## src/rtl/pme_root_status.sv

```systemverilog
module pme_root_status #(
  parameter int RID_W = 16,
  parameter int QDEPTH = 4,
  parameter int ADDR_W = 8,
  parameter logic [ADDR_W-1:0] REG_ADDR = 8'hC0
) (
  input  logic              clk,
  input  logic              rst_n,
  input  logic              pme_valid,
  input  logic [RID_W-1:0]  pme_rid,
  input  logic [ADDR_W-1:0] reg_addr,
  input  logic              reg_we,
  input  logic [31:0]       reg_wdata,
  input  logic              reg_re,
  output logic [31:0]       reg_rdata,
  output logic              reg_rvalid,
  output logic              dbg_overflow
);
  localparam int CW = $clog2(QDEPTH + 1);
  localparam int PW = (QDEPTH > 1) ? $clog2(QDEPTH) : 1;
  localparam int STAT_BIT = 16;
  localparam logic [PW-1:0] LAST = PW'(QDEPTH - 1);

  logic             status_q;
  logic [RID_W-1:0] rid_q;
  logic [CW-1:0]    cnt_q;
  logic [PW-1:0]    wp_q, rp_q;
  logic [RID_W-1:0] mem [QDEPTH];

  wire hit    = reg_addr[ADDR_W-1:2] == REG_ADDR[ADDR_W-1:2];
  wire clr    = reg_we && hit && reg_wdata[STAT_BIT] && status_q;
  wire empty  = cnt_q == '0;
  wire full   = cnt_q == CW'(QDEPTH);
  wire pop    = !status_q && !empty;
  wire direct = !status_q && empty && pme_valid;
  wire push   = pme_valid && !direct && (!full || pop);
  wire drop   = pme_valid && !direct && full && !pop;

  always_ff @(posedge clk) begin
    if (push) mem[wp_q] <= pme_rid;
  end

  always_ff @(posedge clk or negedge rst_n) begin
    if (!rst_n) begin
      status_q     <= 1'b0;
      rid_q        <= '0;
      cnt_q        <= '0;
      wp_q         <= '0;
      rp_q         <= '0;
      dbg_overflow <= 1'b0;
    end else begin
      if (clr)                status_q <= 1'b0;
      else if (pop || direct) status_q <= 1'b1;
      if (pop)         rid_q <= mem[rp_q];
      else if (direct) rid_q <= pme_rid;
      if (push) wp_q <= (wp_q == LAST) ? '0 : wp_q + 1'b1;
      if (pop)  rp_q <= (rp_q == LAST) ? '0 : rp_q + 1'b1;
      cnt_q <= cnt_q + CW'(push) - CW'(pop);
      if (drop) dbg_overflow <= 1'b1;
    end
  end

  always_ff @(posedge clk or negedge rst_n) begin
    if (!rst_n) begin
      reg_rvalid <= 1'b0;
      reg_rdata  <= '0;
    end else begin
      reg_rvalid <= reg_re;
      reg_rdata  <= (reg_re && hit) ? {14'b0, !empty, status_q, rid_q} : '0;
    end
  end
endmodule

```

## config.mk

```make
export PLATFORM = sky130hd
export DESIGN_NAME = pme_root_status
export DESIGN_NICKNAME = d
export VERILOG_FILES = /design/src/rtl/pme_root_status.sv
export SDC_FILE = /design/constraint.sdc
export NUM_CORES = 1
export LEC_CHECK = 0
export ABC_AREA = 1
export BUFFER_PORTS_ARGS = -buffer_cell sky130_fd_sc_hd__buf_4
export CAP_MARGIN = 30
export CORE_MARGIN = 1.5
export CORE_UTILIZATION = 45
export CTS_CLUSTER_SIZE = 20
export DETAILED_ROUTE_END_ITERATION = 7
export GPL_TIMING_DRIVEN = 0
export HOLD_SLACK_MARGIN = 0.1
export PLACE_DENSITY = 0.68
export SKIP_CTS_REPAIR_TIMING = 1
export SYNTH_ARGS = -nofsm -noshare
export SYNTH_HDL_FRONTEND = slang
export SYNTH_SLANG_ARGS = --single-unit
```

## constraint.sdc

```tcl
create_clock -name clk -period 5.3 [get_ports clk]
set_input_delay 0.53 -clock clk [delete_from_list [all_inputs] [get_ports clk]]
set_output_delay 0.53 -clock clk [all_outputs]
set_load 0.01 [all_outputs]
```

==> run summary <==
Worst setup endpoint = cnt_q[2]$_DFF_PN0_
Seq/Total Area, Yosys = 65.9%
Hpwl dp = 6.20 mm
Startpoint types = flop
Mux share of post-synthesis cell area = 0%
Root buf cell = clkbuf_8
Worst vdd ir = 0.247 mV
Net Switching = 855 uW
# diodes = 0
Gr ovfl total = 0
Initial antenna violation count = 0
Combinational share of power = 32.5%
Seq cells post-synth = 108
Least-Margin Pin Slew = 0.986 ns
Complex-gate fraction of the synthesized area = 0.491%
Clock network fraction of total power = 19.4%
Drt first pass iters = 5
ANT nets after route = 0
Flop pwr share = 48.1%
Switch share = 35.0%
Tmin final = 2.34 ns
Critical path class = reg -> reg
Final clock skew = 0.00855 ns
Sink Count = 108
H-Tree Level Count = 3
Routability congestion estimate = 0.780
Die height = 104 microns
Critical Path Fanout Max = 7
TritonCTS Buffers = 9
I/O Pins = 95
Nets = 584
Via density = 4.76
Slew headroom = 34.2%
Int Power = 1590 uW
Synth Area in XOR/XNOR = 0.382%
First-pass GRT wire length = 15.3 mm
Achievable Freq = 428 MHz
Worst r2r dst = cnt_q[2]$_DFF_PN0_
Total Routing Usage GR = 18.1%
Simple-Gate Fraction of Synth Area = 22.7%
CTS tree = done
Finished Core Util = 54.7%
Design area = 5370 sq um
HP Class = in -> async
Final Max Tran Viols = 0
Crit end category = flop
Syn_area_per_cell = 10.3 sq um
IO Port Bufs = 47
Adder-cell share of the synthesized area = 2.35%
Area growth syn-to-layout = 17.1%
Critical Path AT = 2.62 ns
Leak = 0.00256 uW
Final cell count without fillers = 653
Leading cell types in the layout, fill and taps excluded = nand2_1, buf_4, edfxtp_1
Largest family of logic cells by synthesized area = simple AND/OR/NAND/NOR gates
FF-to-FF path depth = 11
Max_cap viols = 0
Detailed-route via count = 3108
Largest net degree at the start of global routing = 45
Final setup viols = 0
Final wirelength = 9.15 mm
Syn Inst Count = 443
Die X = 104 microns
Drt initial violations = 198
Worst Setup SP = cnt_q[1]$_DFF_PN0_
CTS clock-pin slew for the worst setup and hold paths = 0.09 ns
Num rows = 36
Worst r2r src = cnt_q[1]$_DFF_PN0_
Power per cell area = 455 nW/um^2
DP Cell Count = 636
Status = finished clean
Yosys warning total = 0
CP required = 5.59 ns
Die area = 10800 sq um
Yosys cell types = 25
Total negative slack = 0 ns
Number of global-route vias before repair = 3138
Post-place instance area = 5160 sq um
Commonest non-fill, non-tap cell in the layout = nand2_1
Worst-skew pair later-pin latency = 0.36 ns
Final Hold Vio Count = 0
Layout cells sized above 1 = 20.4%
RSZ-0062 raised after global routing = false
DRC = 0
R2R Setup Slk = 2.96 ns
Core Footprint = 9820 sq um
Initial core utilization = 46.7%
Max clock buf depth = 2
Post-Syn Area = 4580 sq um
Final Cycle Share = 44.1%
Wire per inst = 14.0 microns
## synth_stat cells
cell type	count	area, sq um
nand3_1	37	185
buf_4	20	150
conb_1	1	3.75
nand2_1	154	578
ha_1	7	87.6
dfrtp_1	44	1100
nand2_2	1	6.26
buf_2	7	35.0
nor2_1	52	195
o21ai_0	1	5.00
nand2_4	2	22.5
nand4_2	1	12.5
inv_1	34	128
edfxtp_1	64	1920
nand4_1	2	12.5
inv_2	3	11.3
o21bai_1	1	7.51
nor2_4	1	11.3
buf_6	4	45.0
xor2_1	1	8.76
nand3b_1	1	7.51
fa_1	1	20.0
nand3_2	1	10.0
o21ai_1	2	10.0
xnor2_1	1	8.76
## how the worst min path moves through the flow
stage	startpoint	end	slack, ns	cells after the start
final	rst_n	reg_rdata[11]$_DFF_PN0_	0.15	1
after global routing	rst_n	wp_q[1]$_DFFE_PN0P_	0.18	1
after CTS	rst_n	wp_q[1]$_DFFE_PN0P_	0.17	1
after detailed placement	rid_q[14]$_DFFE_PN0P_	rid_q[14]$_DFFE_PN0P_	0.47	2
after global placement	dbg_overflow$_DFFE_PN0P_	dbg_overflow$_DFFE_PN0P_	0.46	1
after floorplan	rst_n	cnt_q[0]$_DFF_PN0_	0.23	0
## per-layer routing
layer | global-route usage [%] | vias to the layer above | wire length (microns)
met2 | 31.4 | 64 | 4820
met5 | 0 | - | 0
met1 | 23.7 | 1519 | 3940
met4 | 3.37 | 0 | 32
li1 | - | 1521 | -
met3 | 3.95 | 4 | 348
## registers in the layout, summed over array words and instances, names as in the netlist
name and flops:
reg_rdata 18, cnt_q 3, wp_q 2, dbg_overflow 1, rp_q 2, mem 64, rid_q 16, status_q 1
reg_rvalid 1
## metrics by stage
step | total power [uW] | hold slack, ns | worst slack [ns]
finish | 2440 | 0.150 | 2.96
global route | 2620 | 0.185 | 2.73
CTS | 2460 | 0.174 | 2.94
detailed placement | 1990 | 0.467 | 2.98
global placement | 1940 | 0.464 | 2.79
floorplan | 1740 | 0.234 | 3.19
## power groups by stage
stage	sequential [uW]	combinational [uW]	clock [uW]
floorplan	1180	561	0
global placement	1190	757	0
detailed placement	1190	794	0
CTS	1180	800	486
global route	1200	910	517
finish	1170	794	474
## cells by family (layout without fill, tap and decap cells)
logic type      count (synthesis)  after routing
buf+inv                        68            132
xor+xnor                        2              2
compound gates                  4              4
fa+ha+maj                       8              8
other cells                     1             14
flops                         108            108
simple gates                  252            252
## area by class of cell
class | count | area [sq um]
clock inverters | 3 | 18.8
repair buffers | 48 | 368
inverters | 37 | 139
flip-flops and latches | 108 | 3020
well taps | 133 | 166
clock buffers | 13 | 170
fillers | 908 | 4450
plain buffers | 31 | 230
multi-input cells | 280 | 1250
## critical path, cell delays in order, from the launching register on
cell,delay [ns]
dfrtp_1,0.43
nor2_4,0.07
nand2_4,0.11
inv_1,0.07
nand2_1,0.11
nand3_2,0.18
ha_1,0.34
inv_1,0.04
ha_1,0.18
fa_1,0.38
xnor2_1,0.19
xor2_1,0.16
Power figures use the tool's default switching activity.
